==> config.mk <==
export PLATFORM = sky130hd
export DESIGN_NAME = cfg_boot_seq
export DESIGN_NICKNAME = d
export VERILOG_FILES = /design/src/rtl/cfg_boot_pkg.sv /design/src/rtl/cfg_por_timer.sv /design/src/rtl/cfg_img_loader.sv /design/src/rtl/cfg_regfile.sv /design/src/rtl/cfg_boot_seq.sv
export SDC_FILE = /design/constraint.sdc
export NUM_CORES = 1
export LEC_CHECK = 0
export CORE_MARGIN = 4
export CORE_UTILIZATION = 55
export DETAILED_ROUTE_END_ITERATION = 16
export PLACE_DENSITY = 0.87
export SYNTH_ARGS = -nofsm -noshare
export SYNTH_HDL_FRONTEND = slang
export SYNTH_SLANG_ARGS = --single-unit
==> constraint.sdc <==
create_clock -name clk -period 3.45 [get_ports clk]
set_input_delay 0.8625 -clock clk [delete_from_list [all_inputs] [get_ports clk]]
set_output_delay 0.8625 -clock clk [all_outputs]
set_load 0.02 [all_outputs]
==> src/rtl/cfg_boot_pkg.sv <==
package cfg_boot_pkg;
  typedef enum logic [1:0] {
    ST_HOLD  = 2'd0,
    ST_LOAD  = 2'd1,
    ST_READY = 2'd2,
    ST_RUN   = 2'd3
  } boot_state_t;
endpackage

==> src/rtl/cfg_por_timer.sv <==
module cfg_por_timer #(
  parameter int POR_W   = 22,
  parameter int POR_MAX = 2_500_000
) (
  input  logic             clk,
  input  logic             rst,
  input  logic             run,
  input  logic [POR_W-1:0] por_len,
  output logic             done
);
  localparam logic [POR_W-1:0] LIMIT = POR_W'(POR_MAX);

  logic [POR_W-1:0] cnt;
  logic [POR_W-1:0] eff_len;

  always_comb begin
    eff_len = (por_len > LIMIT) ? LIMIT : por_len;
    if (eff_len == '0) eff_len = POR_W'(1);
  end

  assign done = run && (({1'b0, cnt} + 1'b1) >= {1'b0, eff_len});

  always_ff @(posedge clk) begin
    if (rst || !run) cnt <= '0;
    else             cnt <= cnt + 1'b1;
  end

  AST_POR_BOUND: assert property (@(posedge clk) disable iff (rst)
    run |-> (cnt < eff_len));
endmodule

==> src/rtl/cfg_img_loader.sv <==
module cfg_img_loader #(
  parameter int ADDR_W = 6,
  parameter int DATA_W = 8,
  parameter int IMG_W  = 2
) (
  input  logic                    clk,
  input  logic                    rst,
  input  logic                    active,
  input  logic [IMG_W-1:0]        img,
  output logic                    nvm_rd_en,
  output logic [IMG_W+ADDR_W-1:0] nvm_rd_addr,
  input  logic [DATA_W-1:0]       nvm_rd_data,
  output logic                    wr_en,
  output logic [ADDR_W-1:0]       wr_addr,
  output logic [DATA_W-1:0]       wr_data,
  output logic                    done
);
  logic [ADDR_W:0]   rd_cnt;
  logic              vld_q;
  logic [ADDR_W-1:0] wa_q;

  assign nvm_rd_en   = active && !rd_cnt[ADDR_W];
  assign nvm_rd_addr = {img, rd_cnt[ADDR_W-1:0]};

  always_ff @(posedge clk) begin
    if (rst || !active) begin
      rd_cnt <= '0;
      vld_q  <= 1'b0;
      wa_q   <= '0;
    end else begin
      if (!rd_cnt[ADDR_W]) rd_cnt <= rd_cnt + 1'b1;
      vld_q <= nvm_rd_en;
      wa_q  <= rd_cnt[ADDR_W-1:0];
    end
  end

  assign wr_en   = vld_q;
  assign wr_addr = wa_q;
  assign wr_data = nvm_rd_data;
  assign done    = vld_q && (wa_q == {ADDR_W{1'b1}});

  AST_WR_AFTER_RD: assert property (@(posedge clk) disable iff (rst)
    wr_en |-> $past(nvm_rd_en));
  AST_LAST_STOPS_RD: assert property (@(posedge clk) disable iff (rst)
    done |-> !nvm_rd_en);
endmodule

==> src/rtl/cfg_regfile.sv <==
module cfg_regfile #(
  parameter int ADDR_W = 6,
  parameter int DATA_W = 8
) (
  input  logic              clk,
  input  logic              wr_en,
  input  logic [ADDR_W-1:0] wr_addr,
  input  logic [DATA_W-1:0] wr_data,
  input  logic [ADDR_W-1:0] rd_addr,
  output logic [DATA_W-1:0] rd_data
);
  localparam int DEPTH = 1 << ADDR_W;

  logic [DATA_W-1:0] mem [DEPTH];

  always_ff @(posedge clk) begin
    if (wr_en) mem[wr_addr] <= wr_data;
    rd_data <= mem[rd_addr];
  end
endmodule

==> src/rtl/cfg_boot_seq.sv <==
module cfg_boot_seq #(
  parameter int ADDR_W  = 6,
  parameter int DATA_W  = 8,
  parameter int NUM_IMG = 4,
  parameter int POR_W   = 22,
  parameter int POR_MAX = 2_500_000,
  localparam int IMG_W  = (NUM_IMG > 1) ? $clog2(NUM_IMG) : 1
) (
  input  logic                    clk,
  input  logic                    rst,
  input  logic [POR_W-1:0]        por_len,
  input  logic [IMG_W-1:0]        img_sel,
  output logic                    nvm_rd_en,
  output logic [IMG_W+ADDR_W-1:0] nvm_rd_addr,
  input  logic [DATA_W-1:0]       nvm_rd_data,
  input  logic                    host_wr_en,
  input  logic [ADDR_W-1:0]       host_wr_addr,
  input  logic [DATA_W-1:0]       host_wr_data,
  output logic                    host_busy,
  output logic                    port_ready,
  output logic                    lock_start,
  input  logic [ADDR_W-1:0]       cfg_rd_addr,
  output logic [DATA_W-1:0]       cfg_rd_data
);
  import cfg_boot_pkg::*;

  boot_state_t       state;
  logic [IMG_W-1:0]  img_q;
  logic              ready_q, lock_q, busy_q;
  logic              por_done, ld_done;
  logic              ld_wr_en;
  logic [ADDR_W-1:0] ld_wr_addr;
  logic [DATA_W-1:0] ld_wr_data;
  logic              host_ok;
  logic              rf_wr_en;
  logic [ADDR_W-1:0] rf_wr_addr;
  logic [DATA_W-1:0] rf_wr_data;

  cfg_por_timer #(.POR_W(POR_W), .POR_MAX(POR_MAX)) u_timer (
    .clk(clk), .rst(rst), .run(state == ST_HOLD),
    .por_len(por_len), .done(por_done)
  );

  cfg_img_loader #(.ADDR_W(ADDR_W), .DATA_W(DATA_W), .IMG_W(IMG_W)) u_loader (
    .clk(clk), .rst(rst), .active(state == ST_LOAD), .img(img_q),
    .nvm_rd_en(nvm_rd_en), .nvm_rd_addr(nvm_rd_addr), .nvm_rd_data(nvm_rd_data),
    .wr_en(ld_wr_en), .wr_addr(ld_wr_addr), .wr_data(ld_wr_data), .done(ld_done)
  );

  // Host path opens only once the image is complete
  assign host_ok    = host_wr_en && ready_q;
  assign rf_wr_en   = ld_wr_en || host_ok;
  assign rf_wr_addr = ld_wr_en ? ld_wr_addr : host_wr_addr;
  assign rf_wr_data = ld_wr_en ? ld_wr_data : host_wr_data;

  cfg_regfile #(.ADDR_W(ADDR_W), .DATA_W(DATA_W)) u_rf (
    .clk(clk), .wr_en(rf_wr_en), .wr_addr(rf_wr_addr), .wr_data(rf_wr_data),
    .rd_addr(cfg_rd_addr), .rd_data(cfg_rd_data)
  );

  always_ff @(posedge clk) begin
    if (rst) begin
      state   <= ST_HOLD;
      img_q   <= '0;
      ready_q <= 1'b0;
      lock_q  <= 1'b0;
      busy_q  <= 1'b0;
    end else begin
      busy_q <= host_wr_en && !ready_q;
      case (state)
        ST_HOLD: if (por_done) begin
          img_q <= img_sel;
          state <= ST_LOAD;
        end
        ST_LOAD: if (ld_done) begin
          state   <= ST_READY;
          ready_q <= 1'b1;
          lock_q  <= 1'b1;
        end
        ST_READY: begin
          lock_q <= 1'b0;
          state  <= ST_RUN;
        end
        default: state <= ST_RUN;
      endcase
    end
  end

  assign port_ready = ready_q;
  assign lock_start = lock_q;
  assign host_busy  = busy_q;

  AST_LOCK_ONE_CYCLE: assert property (@(posedge clk) disable iff (rst)
    lock_start |=> !lock_start);
  AST_LOCK_WHEN_READY: assert property (@(posedge clk) disable iff (rst)
    lock_start |-> port_ready);
  AST_READY_STICKY: assert property (@(posedge clk) disable iff (rst)
    port_ready |=> port_ready);
  AST_NO_READ_WHEN_READY: assert property (@(posedge clk) disable iff (rst)
    port_ready |-> !nvm_rd_en);
  AST_EARLY_WR_BUSY: assert property (@(posedge clk) disable iff (rst)
    (host_wr_en && !port_ready) |=> host_busy);
  AST_LATE_WR_NOT_BUSY: assert property (@(posedge clk) disable iff (rst)
    (host_wr_en && port_ready) |=> !host_busy);
  AST_IMG_HELD: assert property (@(posedge clk) disable iff (rst)
    (state == ST_LOAD && $past(state) == ST_LOAD) |-> $stable(img_q));
endmodule

Word-level counts from Yosys, hierarchy flattened
Memory sizes are Yosys's and may differ from the RTL's. A register that Yosys moved wholly into a read port is not among the register bits.
Cells that the tools add are included.
{"block": "word_totals", "reg_bits": 43, "mem_bits_rw": 512, "inputBits": 55, "memories": 1}
{"block": "classes", "add_sub_neg": 3, "order_cmp": 2, "eq_ne": 5, "n_mux": 12, "n_reduce_logical": 19}
{"memory": "u_rf.mem", "depth": 64, "width": 8, "rd": 1, "rd_ports_with_merged_regs": 1, "write_ports": 1, "line": "cfg_regfile.sv:14", "source": "logic [DATA_W-1:0] mem [DEPTH];"}
{"op": "$mux W22", "n": 2}
{"op": "$add A22 B1 Y23 const B", "n": 1}
{"op": "$ge A23 B22 Y1", "n": 1}
{"op": "$add A22 B1 Y22 const B", "n": 1}
{"op": "$gt A22 B22 Y1 const B", "n": 1}
{"op": "$logic_not A22 Y1", "n": 1}
{"op": "$mux W8", "n": 1}
{"op": "$reduce_and A2 Y1", "n": 4}
{"op": "$add A7 B1 Y7 const B", "n": 1}
{"op": "$mux W7", "n": 1}
{"op": "$eq A6 B6 Y1 const B", "n": 1}
{"op": "$mux W6", "n": 1}
{"op": "$logic_and A1 B1 Y1", "n": 5}
{"op": "$logic_not A1 Y1", "n": 4}
{"op": "$mux W2", "n": 2}
{"op": "$ne A2 B2 Y1 const B", "n": 2}
{"op": "$pmux W2 S2", "n": 1}
{"op": "$logic_or A1 B1 Y1", "n": 3}
{"op": "$mux W1", "n": 3}
{"op": "$eq A2 B1 Y1 const B", "n": 1}
{"op": "$eq A2 B2 Y1 const B", "n": 1}
{"op": "$logic_not A2 Y1", "n": 1}
{"op": "$pmux W1 S2", "n": 1}
{"op": "$reduce_bool A2 Y1", "n": 1}

Logic depth before layout (Yosys ltp)
{"block": "depth", "word_depth": 8, "depth_mapped": 12}

Hierarchy
From an unflattened synthesis, not the netlist that was laid out.
{"block": "hier_totals", "hier_cells": 1259, "hier_area_um2": 23022.1}
{"mod": "cfg_regfile", "instances": 1, "cells_each": 940, "area_per_inst_um2": 20166.8, "seq_area_each_um2": 15534.9}
{"mod": "cfg_por_timer", "instances": 1, "cells_each": 212, "area_per_inst_um2": 1745.4, "seq_area_each_um2": 440.4}
{"mod": "cfg_img_loader", "instances": 1, "cells_each": 65, "area_per_inst_um2": 643.1, "seq_area_each_um2": 280.3}
{"mod": "cfg_boot_seq", "instances": 1, "cells_each": 42, "area_per_inst_um2": 466.7, "seq_area_each_um2": 140.1}

Least setup slack after synthesis
No wires, ideal clock.
{"block": "synth_timing", "path_kind": "input -> register", "start": "in por_len[20]", "end": "reg state[0]", "arrival_ns": 3.270, "required_time_ns": 3.330, "path_slack_ns": 0.060, "path_stages": 12, "cell_sequence": "or2_1 -> nand4b_1 -> nor4_1 -> a211o_1 -> clkbuf_1 -> nand2_1 -> ha_1 -> a21oi_1 -> o21ai_0 -> a211o_1 -> or2_1 -> o31a_1"}
{"block": "synth_between", "elab_chain_len": 8}
{"item": "from (decl)", "line": "cfg_boot_seq.sv:11", "source": "input logic [POR_W-1:0] por_len,"}
{"item": "$gt A22 B22 Y1", "line": "cfg_por_timer.sv:17", "source": "eff_len = (por_len > LIMIT) ? LIMIT : por_len;"}
{"item": "$mux W22 *", "line": "cfg_por_timer.sv:17"}
{"item": "$logic_not A22 Y1", "line": "cfg_por_timer.sv:18", "source": "if (eff_len == '0) eff_len = POR_W'(1);"}
{"item": "$mux W22 *", "line": "cfg_por_timer.sv:18"}
{"item": "$ge A23 B22 Y1 *", "line": "cfg_por_timer.sv:21", "source": "assign done = run && (({1'b0, cnt} + 1'b1) >= {1'b0, eff_len});"}
{"item": "$logic_and A1 B1 Y1 *", "line": "cfg_por_timer.sv:21"}
{"item": "$ne A2 B2 Y1 (no source line) *"}
{"item": "$reduce_and A2 Y1 (no source line) *"}
{"item": "to (signal assigned)", "line": "cfg_boot_seq.sv:63", "source": "state <= ST_HOLD;"}
{"item": "to (signal assigned)", "line": "cfg_boot_seq.sv:73", "source": "state <= ST_LOAD;"}
{"item": "to (signal assigned)", "line": "cfg_boot_seq.sv:76", "source": "state <= ST_READY;"}
{"item": "to (decl)", "line": "cfg_boot_seq.sv:27", "source": "boot_state_t state;"}
Every way passes the cells marked *; elsewhere a longest branch is shown, timed or not.
A chain may end at the register's enable or synchronous reset.

Final worst setup path
{"block": "layout_timing", "start": "in por_len[19]", "end": "reg state[0]"}
Same word-level chain as after synthesis.

==> out/metrics.cfg <==
[placed_design]
dp.cells = 1899
place_hpwl_mm = 32.02
preCtsSetupSlack_ns = -0.7659
gp_congestion = 0.8987
postPlaceCellArea_um2 = 24860
port_buffers = 74

[sta]
final-max-slew-violation-count = 0
slew_headroom = 0.2614
hold_viol_final = 0
tightest_slew_ns = 1.108
worst_hold_slack_ns = 0.5138
finalCriticalPeriod_ns = 3.352
final.setup.worst_slack_ns = 0.09811
fin_skew_ns = 0.02231
setup_violations = 0
post-route-period-util = 0.9716
clock.fmax_mhz = 298.3

[detailed_routing]
drcViolationCount = 0
first_iter_violations = 1485
via_per_inst = 6.325
avgRoutedWirePerCell_um = 25.87
vias = 12580
antenna_left = 0
wirelength_mm = 51.45
drt_pass1_iterations = 7

[setup_path]
cp.required_ns = 3.90
critical-path-top-delay-family = simple AND/OR/NAND/NOR gates
cp_num_buf_inv = 1
critPathKind = in2reg
cp-start-kind = input pin
crit_arrival_ns = 3.81
crit_path_cell_trace = clkdlybuf4s50_1 -> or2_1 -> nand4b_1 -> or4_4 -> a21oi_2 -> ha_1 -> nand2_2 -> o21ai_0 -> a211o_1 -> or2_4 -> o31a_1
crit_slowest_cell = or4_4
max_stage_delay_ns = 0.60
critPathCaptureType = flop
cp_max_fo = 3

[logic_synthesis]
avgSynthCellArea_um2 = 18.48
synthDistinctLibCells = 57
synth_nets = 1311
synth_seq_cells = 563
async_flop_share = 0
synth_cells = 1232
synth_ff_type = edfxtp_1
synth_area_um2 = 22770
yosysSeqAreaShare = 0.7200
yosys_warnings = 0
synth_edf_count = 512

[die]
num_rows = 74
core_um2 = 40920
initial_core_util = 0.5564
io_pins = 75
dieHeight_um = 211.5
die_x_um = 211.5
die-area_um2 = 44720

[global_route]
grt_use_total = 0.2317
use_met2 = 0.3921
grt_overflow = 0
grt_pass1_wl_mm = 78.56
busiest_layer = met2
antenna_found_initial = 2
met1_usage = 0.3070
grt_max_degree = 65
grt_pass1_vias = 12960
grt.met3_usage = 0.04431

[clock_tree]
clkSinkCount = 563
insertion_delay_ns = 0.57
cts_root_buffer = clkbuf_16
cts_buffers = 51
ctsLongestPathBuffers = 3
htree_levels = 2
path_clk_slew_ns = 0.06
tritoncts = yes
cts_hold_buf = 0

[final_layout]
stdcell_area_um2 = 26590
layout.nets = 1499
final_cells = 1989
drive_above_1_share = 0.2521
syn2layout_area_growth_pct = 16.79
fin_util = 0.6498

[run]
maxCapViolations = 0

[power]
leakage_nw = 8.836
vdd_drop_max_uv = 406.4
pwr_density_cell_nw_per_um2 = 520.3

[min_path]
hold_path.class = reg2reg

[run_status]
outcome = complete, no violations

[power breakdown]
group / leakage, nW / switching (mW) / internal (mW)
registers: 5.01 / 0.00826 / 7.45
clock network: 0.802 / 2.43 / 3.17
logic: 3.02 / 0.438 / 0.346
[layer usage]
metal / share of wire / wire, um / vias to the layer above
li1: - / - / 5327
met4: 0.037 / 1926 / 2
met1: 0.36 / 18400 / 6347
met2: 0.51 / 26290 / 773
met3: 0.094 / 4817 / 132
met5: 0.00019 / 10 / -
[repair_timing]
action | in CTS | in global routing
gates resized for setup | 3 | 13
setup buffers | 0 | 0
endpoints found under the setup margin | 3 | 3
gates cloned | 0 | 0
pin swaps | 0 | 8
[cells by family after synthesis]
family | after synthesis | share of synthesized area
flip-flops | 563 | 0.7200
XOR/XNOR | 25 | 0.009616
multiplexers | 171 | 0.1504
adder cells (fa/ha/maj) | 24 | 0.01319
AO/OA/AOI/OAI | 117 | 0.03456
AND/OR/NAND/NOR | 259 | 0.05396
buffers and inverters | 73 | 0.01824
[layout make-up]
class | count | area [um^2]
repair buffers | 200 | 1815
inverters | 8 | 30.03
well taps | 532 | 665.6
diodes | 1 | 2.502
multi-input cells | 596 | 6030
flip-flops and latches | 563 | 16400
fillers | 2556 | 14330
clock inverters | 32 | 314.1
clock buffers | 57 | 1340
[synth_stat cells, types with 4 or more instances]
cell      instances  share of area
o21ai_1          18         0.0040
and2_1           10         0.0027
nand2b_1          8         0.0022
nor2_1           96          0.016
xnor2_1          19         0.0073
nor3_1            4        0.00088
nor4_1            6         0.0016
buf_1             8         0.0013
nand2_1          60         0.0099
o21ai_0          25         0.0055
buf_6             4         0.0020
buf_4            12         0.0040
a221oi_1         24         0.0092
nand4_1           5         0.0014
buf_2            14         0.0031
dfxtp_1          51          0.045
a21oi_1          16         0.0035
ha_1             24          0.013
and3_1            7         0.0019
xor2_1            6         0.0023
mux4_2          136           0.13
clkbuf_1         24         0.0040
nor2b_1          30         0.0082
edfxtp_1        512           0.68
mux2i_1          26          0.011
nand3_1          16         0.0035
mux2_2            9         0.0045
and4_1            4         0.0015
inv_1             8         0.0013
[worst register-to-register path: cells and delay by family (launching register included)]
family                   cells  cell delay (ns)
AO/OA/AOI/OAI                3             0.53
XOR/XNOR                     1             0.19
AND/OR/NAND/NOR              4             1.17
flip-flops                   1             0.44
adder cells (fa/ha/maj)      2             0.63
[through the flow]
stage,total power [mW],TNS (ns)
after global routing,14.29,-0.03712
after global placement,8.335,-1.479
after detailed placement,8.367,-2.189
final,13.84,0
after floorplan,8.050,0
after CTS,13.89,0
[layout by cell type (no fill, tap or decap), types with 4 or more instances in the layout]
cell type and n:
edfxtp_1 512, mux2_2 9, o21ai_0 24, nor3_1 4, clkinvlp_4 5, and3_1 7, xnor2_1 19, mux2i_1 26
xor2_1 6, buf_12 10, clkinv_2 9, and2_1 10, ha_1 24, nand2b_1 8, a21oi_2 4, nand4_1 5
clkbuf_16 52, a221oi_1 24, bufinv_16 5, buf_4 117, nor2_1 96, and4_1 4, nand3_1 15, nand2_1 59
nor2b_1 30, mux4_2 136, a21oi_1 12, clkinv_1 8, inv_1 8, dfxtp_1 51, o21ai_1 19, clkdlybuf4s50_1 71
[registers in the layout, indices dropped and copies added, names as in the netlist]
signal,cells
u_loader.rd_cnt,7
port_ready,1
u_timer.cnt,22
u_loader.wr_addr,6
img_q,2
u_rf.mem,512
host_busy,1
u_loader.wr_en,1
u_rf.rd_data,8
state,2
lock_start,1
[worst paths after layout]
check | from | to | slack (ns) | depth (start not counted)
min reg2reg | u_timer.cnt[0] | u_timer.cnt[0] | 0.51 | 1
min | u_timer.cnt[0] | u_timer.cnt[0] | 0.51 | 1
max reg2reg | u_timer.cnt[0] | img_q[1] | 0.36 | 10
max | por_len[19] | state[0] | 0.1 | 11
Note: power is estimated with default switching activity, not from simulation.
